===== config.mk =====
export PLATFORM = sky130hd
export DESIGN_NAME = pirq_ctrl
export DESIGN_NICKNAME = d
export VERILOG_FILES = /design/src/rtl/pirq_pkg.sv /design/src/rtl/pirq_regfile.sv /design/src/rtl/pirq_arbiter.sv /design/src/rtl/pirq_gie_unit.sv /design/src/rtl/pirq_ctrl.sv
export SDC_FILE = /design/constraint.sdc
export NUM_CORES = 1
export LEC_CHECK = 0
export BUFFER_PORTS_ARGS = -buffer_cell sky130_fd_sc_hd__buf_2
export CAP_MARGIN = 15
export CORE_MARGIN = 10
export CORE_UTILIZATION = 40
export DETAILED_ROUTE_END_ITERATION = 8
export PLACE_DENSITY = 0.65
export REMOVE_ABC_BUFFERS = 1
export SYNTH_ARGS = -nofsm -noshare
export SYNTH_HDL_FRONTEND = slang
export SYNTH_HIERARCHICAL = 1
export SYNTH_SLANG_ARGS = --single-unit

===== constraint.sdc =====
create_clock -name clk -period 1.9 [get_ports clk]
set_input_delay 0 -clock clk [delete_from_list [all_inputs] [get_ports clk]]
set_output_delay 0 -clock clk [all_outputs]
set_load 0.02 [all_outputs]

===== src/rtl/pirq_pkg.sv =====
package pirq_pkg;

  // Flat register bit that holds source s (source 0 sits in the top bit).
  function automatic int flat_pos(input int s, input int nsrc);
    return nsrc - 1 - s;
  endfunction

  // Vector presented for source s: shared members fold onto the even index.
  function automatic int vec_of(input int s, input logic is_shared);
    return is_shared ? (s & ~1) : s;
  endfunction

endpackage


===== src/rtl/pirq_regfile.sv =====
module pirq_regfile #(
  parameter int NUM_SRC = 16,
  parameter int ADDR_W  = 3
) (
  input  logic               clk,
  input  logic               rst,
  input  logic [NUM_SRC-1:0] req_i,
  input  logic [NUM_SRC-1:0] clr_hw,
  input  logic               we,
  input  logic [ADDR_W-1:0]  addr,
  input  logic [7:0]         wdata,
  output logic [7:0]         rdata,
  input  logic               gie,
  output logic               gie_we,
  output logic               gie_wval,
  output logic [NUM_SRC-1:0] pend_s,
  output logic [NUM_SRC-1:0] en_s,
  output logic [NUM_SRC-1:0] lvl_s
);
  import pirq_pkg::*;

  localparam int NBYTE   = NUM_SRC / 8;
  localparam int EN_BASE = 0;
  localparam int LV_BASE = NBYTE;
  localparam int PF_BASE = 2 * NBYTE;
  localparam int CT_ADDR = 3 * NBYTE;

  logic [NUM_SRC-1:0] en_f, lv_f, pend_f, clr_f, clr_s;

  // Flat (register) order versus source order.
  for (genvar s = 0; s < NUM_SRC; s++) begin : g_map
    localparam int FP = flat_pos(s, NUM_SRC);
    assign en_s[s]   = en_f[FP];
    assign lvl_s[s]  = lv_f[FP];
    assign pend_f[FP] = pend_s[s];
    assign clr_s[s]  = clr_f[FP];
  end

  // Software write-1-to-clear on the pending bytes.
  always_comb begin
    clr_f = '0;
    if (we) begin
      for (int k = 0; k < NBYTE; k++) begin
        if (int'(addr) == PF_BASE + k) clr_f[NUM_SRC-1-8*k -: 8] = wdata;
      end
    end
  end

  assign gie_we   = we && (int'(addr) == CT_ADDR);
  assign gie_wval = wdata[0];

  always_ff @(posedge clk) begin
    if (rst) begin
      en_f   <= '0;
      lv_f   <= '0;
      pend_s <= '0;
    end else begin
      if (we) begin
        for (int k = 0; k < NBYTE; k++) begin
          if (int'(addr) == EN_BASE + k) en_f[NUM_SRC-1-8*k -: 8] <= wdata;
          if (int'(addr) == LV_BASE + k) lv_f[NUM_SRC-1-8*k -: 8] <= wdata;
        end
      end
      // A new request wins over any clear in the same cycle.
      pend_s <= (pend_s & ~clr_s & ~clr_hw) | req_i;
    end
  end

  always_comb begin
    rdata = '0;
    for (int k = 0; k < NBYTE; k++) begin
      if (int'(addr) == EN_BASE + k) rdata = en_f[NUM_SRC-1-8*k -: 8];
      if (int'(addr) == LV_BASE + k) rdata = lv_f[NUM_SRC-1-8*k -: 8];
      if (int'(addr) == PF_BASE + k) rdata = pend_f[NUM_SRC-1-8*k -: 8];
    end
    if (int'(addr) == CT_ADDR) rdata = {7'b0, gie};
  end

endmodule


===== src/rtl/pirq_arbiter.sv =====
module pirq_arbiter #(
  parameter int NUM_SRC = 16,
  parameter int SW      = 4
) (
  input  logic [NUM_SRC-1:0] pend,
  input  logic [NUM_SRC-1:0] en,
  input  logic [NUM_SRC-1:0] lvl,
  input  logic               gie,
  output logic               found,
  output logic [SW-1:0]      sel
);
  logic [NUM_SRC-1:0] elig;
  logic               hit_hi, hit_any;
  logic [SW-1:0]      sel_hi, sel_any;

  assign elig = pend & en & {NUM_SRC{gie}};

  // Scan from the top index down so the lowest index is written last.
  always_comb begin
    hit_hi  = 1'b0;
    hit_any = 1'b0;
    sel_hi  = '0;
    sel_any = '0;
    for (int s = NUM_SRC - 1; s >= 0; s--) begin
      if (elig[s]) begin
        hit_any = 1'b1;
        sel_any = SW'(s);
        if (lvl[s]) begin
          hit_hi = 1'b1;
          sel_hi = SW'(s);
        end
      end
    end
  end

  assign found = hit_any;
  assign sel   = hit_hi ? sel_hi : sel_any;

endmodule


===== src/rtl/pirq_gie_unit.sv =====
module pirq_gie_unit #(
  parameter int STACK_DEPTH = 4,
  parameter int DW          = 3
) (
  input  logic          clk,
  input  logic          rst,
  input  logic          take,
  input  logic          ret,
  input  logic          sw_we,
  input  logic          sw_val,
  output logic          gie,
  output logic [DW-1:0] depth
);
  logic [STACK_DEPTH-1:0] stk;   // stk[0] is the newest entry

  always_ff @(posedge clk) begin
    if (rst) begin
      gie   <= 1'b0;
      stk   <= '0;
      depth <= '0;
    end else if (take) begin
      gie <= 1'b0;
      if (int'(depth) < STACK_DEPTH) begin
        stk   <= {stk[STACK_DEPTH-2:0], gie};
        depth <= depth + 1'b1;
      end
    end else if (ret) begin
      if (depth != '0) begin
        gie   <= stk[0];
        stk   <= {1'b0, stk[STACK_DEPTH-1:1]};
        depth <= depth - 1'b1;
      end
    end else if (sw_we) begin
      gie <= sw_val;
    end
  end

endmodule


===== src/rtl/pirq_ctrl.sv =====
module pirq_ctrl #(
  parameter int                 NUM_SRC     = 16,
  parameter int                 STACK_DEPTH = 4,
  parameter logic [NUM_SRC-1:0] SHARED      = 16'hF000,
  localparam int                VEC_W       = $clog2(NUM_SRC),
  localparam int                ADDR_W      = $clog2(3 * (NUM_SRC / 8) + 1)
) (
  input  logic               clk,
  input  logic               rst,
  input  logic [NUM_SRC-1:0] req_i,
  input  logic               reg_we,
  input  logic [ADDR_W-1:0]  reg_addr,
  input  logic [7:0]         reg_wdata,
  output logic [7:0]         reg_rdata,
  output logic               irq_o,
  output logic [VEC_W-1:0]   vec_o,
  input  logic               ack_i,
  input  logic               reti_i
);
  import pirq_pkg::*;

  localparam int DW = $clog2(STACK_DEPTH + 1);

  logic [NUM_SRC-1:0]            pend_s, en_s, lvl_s, clr_hw;
  logic [NUM_SRC-1:0][VEC_W-1:0] vmap;
  logic                          gie_w, gie_we, gie_wval, found;
  logic [VEC_W-1:0]              sel, src_q;
  logic [DW-1:0]                 depth_w;
  logic                          take_w;

  for (genvar s = 0; s < NUM_SRC; s++) begin : g_vec
    assign vmap[s] = VEC_W'(vec_of(s, SHARED[s]));
  end

  assign take_w = ack_i && irq_o;

  always_comb begin
    clr_hw = '0;
    if (take_w && !SHARED[src_q]) clr_hw[src_q] = 1'b1;
  end

  pirq_regfile #(.NUM_SRC(NUM_SRC), .ADDR_W(ADDR_W)) u_regs (
    .clk(clk), .rst(rst), .req_i(req_i), .clr_hw(clr_hw),
    .we(reg_we), .addr(reg_addr), .wdata(reg_wdata), .rdata(reg_rdata),
    .gie(gie_w), .gie_we(gie_we), .gie_wval(gie_wval),
    .pend_s(pend_s), .en_s(en_s), .lvl_s(lvl_s)
  );

  pirq_arbiter #(.NUM_SRC(NUM_SRC), .SW(VEC_W)) u_arb (
    .pend(pend_s), .en(en_s), .lvl(lvl_s), .gie(gie_w),
    .found(found), .sel(sel)
  );

  pirq_gie_unit #(.STACK_DEPTH(STACK_DEPTH), .DW(DW)) u_gie (
    .clk(clk), .rst(rst), .take(take_w), .ret(reti_i),
    .sw_we(gie_we), .sw_val(gie_wval), .gie(gie_w), .depth(depth_w)
  );

  // Request register: committed until accepted.
  always_ff @(posedge clk) begin
    if (rst) begin
      irq_o <= 1'b0;
      vec_o <= '0;
      src_q <= '0;
    end else if (take_w) begin
      irq_o <= 1'b0;
    end else if (!irq_o && found) begin
      irq_o <= 1'b1;
      vec_o <= vmap[sel];
      src_q <= sel;
    end
  end

endmodule


Word level (Yosys, flattened, before mapping) --
Memories as Yosys holds them, arrays and structs flattened. A register that Yosys moved wholly into a read port is not among the register bits. Cells that the tools add are included.
Word-level totals: input bits 32, flip-flop bits (word level) 61, memories kept 2, output and inout port bits 13, ROM bits 80
Memory list:
- (name not given) | depth 16, bits a word 4, rd ports 1, clocked after Yosys merged registers in 1, write ports 0, line pirq_ctrl.sv:69 | vec_o <= vmap[sel];
- (name not given) | depth 16, bits a word 1, rd ports 1, clocked after Yosys merged registers in 1, write ports 0, line pirq_ctrl.sv:39 | if (take_w && !SHARED[src_q]) clr_hw[src_q] = 1'b1;
Operators by class: bitwise logic cells 8, mux-type cells 124, order comparisons 3, $add $sub $neg 2, equality and inequality tests 8, reduce and logical (&&, ||, !) cells 20
Operators with widths (count):
- $mux 4 | 55
- $mux 8 | 9
- $and 16x16->16 | 4
- $mux 1 | 53
- $mux 16 | 2
- $not 16->16 | 2
- $or 16x16->16 | 1
- $eq 3x3->1 const B | 4
- $mux 3 | 4
- $reduce_and 2->1 | 6
- $eq 3x2->1 const B | 2
- $reduce_bool 2->1 | 3
- $logic_and 1x1->1 | 5
- $lt 4x5->1 const B | 1
- $demux 1 s4 | 1
- $ge 4x1->1 const B | 1
- $ne 2x1->1 const B | 2
- $add 3x1->3 const B | 1
- $logic_not 3->1 | 1
- $lt 3x3->1 const B | 1
- $reduce_and 3->1 | 1
- $reduce_bool 3->1 | 1
- $sub 3x1->3 const B | 1
- $logic_not 1->1 | 2
- other kinds (2) | 2

Longest topological paths before layout --
word-level depth 36, depth in mapped cells 10

Modules after synthesis --
Netlist, hierarchy kept.
Modules (own cells, without submodules):
- pirq_regfile | sequential area each 960.9 sq um, instances 1, area an instance 2307.2 sq um, cells each 310
- pirq_arbiter | sequential area each 0.0 sq um, instances 1, area an instance 748.2 sq um, cells each 101
- pirq_gie_unit | sequential area each 160.2 sq um, instances 1, area an instance 447.9 sq um, cells each 46
- pirq_ctrl | sequential area each 140.1 sq um, instances 1, area an instance 410.4 sq um, cells each 59

Worst setup path before layout --
No wires, ideal clock.
path type register to register, from reg irq_o, to reg u_gie.depth[2], required time 1.826 ns, path buffers 1, clock period less this slack 1.981 ns, cell stages (with the launch flop) 7, data arrival time 1.907 ns, library setup time 0.074 ns, path slack -0.081 ns, cell sequence dfxtp_1 > and2_1 > buf_4 > inv_2 > fa_1 > or4_1 > a31oi_1
On the way: cells in the longest elaborated chain, start to end 3
Ends and longest elaborated chain:
- start, declared | line pirq_ctrl.sv:15 | output logic irq_o,
- start signal, assigned | line pirq_ctrl.sv:62 | irq_o <= 1'b0;
- start signal, assigned | line pirq_ctrl.sv:66 | irq_o <= 1'b0;
- start signal, assigned | line pirq_ctrl.sv:68 | irq_o <= 1'b1;
- $logic_and 1x1->1 * | line pirq_ctrl.sv:35 | assign take_w = ack_i && irq_o;
- named net take_w | line pirq_ctrl.sv:29 | logic take_w;
- $ne 2x1->1 (no line) / $reduce_bool 2->1 (equally long branches)
- $reduce_and 3->1 (no line)
- end signal, assigned | line pirq_gie_unit.sv:25 | depth <= depth + 1'b1;
- end signal, assigned | line pirq_gie_unit.sv:31 | depth <= depth - 1'b1;
- end, declared | line pirq_gie_unit.sv:12 | output logic [DW-1:0] depth
Mark *: on every way through the listed nets, which the timed path passes. The rest lies on a longest branch. A chain may end at the register's enable or synchronous reset.

==> flow_summary.yaml <==
yosys:
  syn-instance-count: 516
  synth-compound-area-share_pct: 24.2
  synth_top_family_by_area: "simple AND/OR/NAND/NOR gates"
  yosysTopAreaCell: "dfxtp_1"
  synthMuxAreaShare_pct: 4.06
  synth_top_area_share_pct: 32.2
  synth-seq-cells: 63
  synth.area.top_cells: "dfxtp_1 (32%), nand2_1 (11%), a21oi_1 (6.8%)"
  netlist_area_mm2: 0.00391
  ys_async_sr_fraction_pct: 0
  synthAdderAreaFrac_pct: 0.512
  avgSynthCellArea_um2: 7.58
  synth_top_flop_cell: "dfxtp_1"
  synth-xor-area-share_pct: 0.416
  yosys_warnings: 6
  yosys.area_share.simple_pct: 31.6
  yosysSeqAreaShare_pct: 32.2
  synth-edff-count: 0
  synth_cell_types: 70
final_layout:
  final_cell_mix: "nand2_1 (117), buf_4 (95), dfxtp_1 (52)"
  nNetsFinal: 706
  post_route_cells_drive_above_1_share_pct: 32.3
  mostFrequentLayoutCell: "nand2_1"
  fill_cells: 942
  area_growth_pct: 39.4
  fin_cells: 811
  diodes: 0
critical_path:
  end_kind: "flip-flop"
  critical_path_buf_inv_count: 1
  startpoint_type: "flip-flop"
  r2r_setup_slack_ns: -0.01
  cp.arrival_ns: 2.20
  crit_cells: 8
  critical-path-top-delay-family: "compound AO/OA/AOI/OAI gates"
  crit_chain: "a22o_1 -> o21ai_1 -> o211ai_1 -> a2111oi_2 -> buf_4 -> nand2_2 -> mux2_4 -> nor2_2"
  r2r_cells: 8
  crit_type: "flip-flop to flip-flop"
  max_stage_delay_ns: 0.38
  critPathMaxFanout: 2
  crit_slowest_cell: "a2111oi_2"
  worstPathRequired_ns: 2.19
cts:
  clk_pin_slew_ns: 0.08
  numCtsBuffers: 9
  cts_buffer_depth: 2
  root_buffer: "clkbuf_8"
  clock_latency_ns: 0.35
  htree_levels: 3
  cts.sinks: 63
  cts_tree: "done"
grt:
  overflow: 0
  grt_pass1_wl_mm: 24.1
  grtUsageTotal_pct: 21.0
  grt_max_degree: 28
  grt_antenna_before_repair: 0
  grt_pass1_vias: 4581
timing:
  worst_slew_pin_slew_ns: 0.706
  setup_ws_ns: -0.0115
  fin_crit_sh_pct: 101
  slew_headroom_pct: 52.7
  hold_viol: 0
  max_freq_mhz: 523
  final-max-slew-violation-count: 0
  finClkSkew_ns: 0.0101
  rsz0062_at_grt: "yes"
  min_period_ns: 1.91
  finalSetupViolations: 2
detailed_routing:
  drc: 0
  final_antenna_net_count: 0
  drt_iter0_drc: 384
  num_vias: 4587
  viasPerCell: 5.66
  avgRoutedWirePerCell_um: 18.4
  routed_wl_mm: 14.9
  dr.pass1.iters: 5
placed_design:
  place_ws_ns: -0.259
  portBuffers: 44
  dp.cells: 752
  place.gp.congestion: 0.936
  hpwlAfterDp_mm: 11.1
floorplanning:
  die_area_mm2: 0.0141
  coreArea_mm2: 0.00964
  start_util_pct: 40.6
  io_pins: 45
  die_h_um: 119
  die_w_um: 119
  row_count: 36
power_and_ir_drop:
  p_leak_nw: 2.25
  powerDensity_mw_per_mm2: 597
  ir_worst_vdd_v: 0.000400
outcome:
  outcome: "finished with violations"
  violations: "negative setup slack"
worst_hold_path:
  worstHoldPathType: "primary input to flip-flop"
  hold_depth: 4
run:
  drv_cap: 0
[cell type report]
| class | count | area, µm² | area share (%) |
|---|---|---|---|
| Clock buffer | 11 | 141 | 2.59 |
| Clock inverter | 5 | 33.8 | 0.619 |
| Inverter | 22 | 85.1 | 1.56 |
| Multi-Input combinational cell | 402 | 2440 | 44.8 |
| Sequential cell | 63 | 1280 | 23.4 |
| Tap cell | 133 | 166 | 3.05 |
| Timing Repair Buffer | 175 | 1310 | 24.0 |
[final timing paths]
path | from | end
max | u_regs/pend_s[5] | flip-flop
min reg2reg | u_gie/stk[2] | u_gie/stk[2]
max reg2reg | u_regs/pend_s[5] | flip-flop
min | reti_i | u_gie/depth[2]
[cells in the mapped netlist (all sizes together) (3+ instances only)]
master  number
inv         21
clkbuf       6
a21oi       54
nor2        41
a22o        17
nor2b        9
mux2         6
nor3b        3
mux2i        8
nand2b       9
nand2      120
nor3         6
buf         23
nand3        9
a31oi       20
nand4       20
a22oi       10
dfxtp       63
o21ai       22
o22ai        7
[power breakdown]
group	internal, mW	leakage (nW)	switching, mW
Clock	0.506	0.0853	0.565
Sequential	1.38	0.518	0.0662
Combinational	0.340	1.65	0.393
Total	2.23	2.25	1.02
[flip-flops by register name, summed over array words and instances (netlist names), named ones only]
signal / cells
u_gie/depth: 3
irq_o: 1
u_regs/pend_s: 16
src_q: 1
u_regs/en_f: 16
u_gie/gie: 1
u_regs/lv_f: 16
u_gie/stk: 4
vec_o: 4
[per-layer routing]
| layer | vias up | GRT usage, % | wire, µm | part of all wire (%) |
|---|---|---|---|---|
| met5 | - | 0 | 0 | 0 |
| met4 | 0 | 8.09 | 443 | 3.0 |
| met3 | 35 | 5.05 | 1180 | 7.9 |
| met2 | 217 | 35.3 | 7000 | 47 |
| met1 | 2177 | 25.3 | 6260 | 42 |
| li1 | 2158 | - | - | - |
[through the flow]
step	instance area (µm²)	setup TNS (ns)	hold WS (ns)	total power [mW]	util, %
6_report	5450	-0.0117	0.0932	3.25	56.6
5_1_grt	5450	-0.490	0.112	3.40	56.6
4_1_cts	5420	-0.00334	0.0787	3.25	56.3
3_5_place_dp	4770	-0.957	0.215	2.11	49.5
3_3_place_gp	4770	-0.621	0.203	2.09	49.5
2_1_floorplan	3730	-1.81	0.0662	1.79	-
[timing repair]
action                     4_1_cts  5_1_grt
hold endpoints to repair        49        0
hold buffers                    26        0
buffers inserted                19        1
setup endpoints to repair        6        6
gates resized for setup         34        5
pin swaps                       19       10
[kinds of logic (layout without fill, tap and decap cells)]
family | count (synthesis) | after routing
buffers and inverters | 51 | 213
AND/OR/NAND/NOR | 236 | 236
flip-flops | 63 | 63
AO/OA/AOI/OAI | 150 | 150
multiplexers | 14 | 14
adder cells (fa/ha/maj) | 1 | 1
XOR/XNOR | 1 | 1
[worst reg2reg max path: cells and delay by family, from the launching register on]
family | cells | cell delay (ns)
AOI/OAI and AO/OA | 4 | 0.96
muxes | 1 | 0.26
DFF | 1 | 0.32
buffers and inverters | 1 | 0.17
and+or+nand+nor | 2 | 0.14
(Power assumes the default switching activity.)
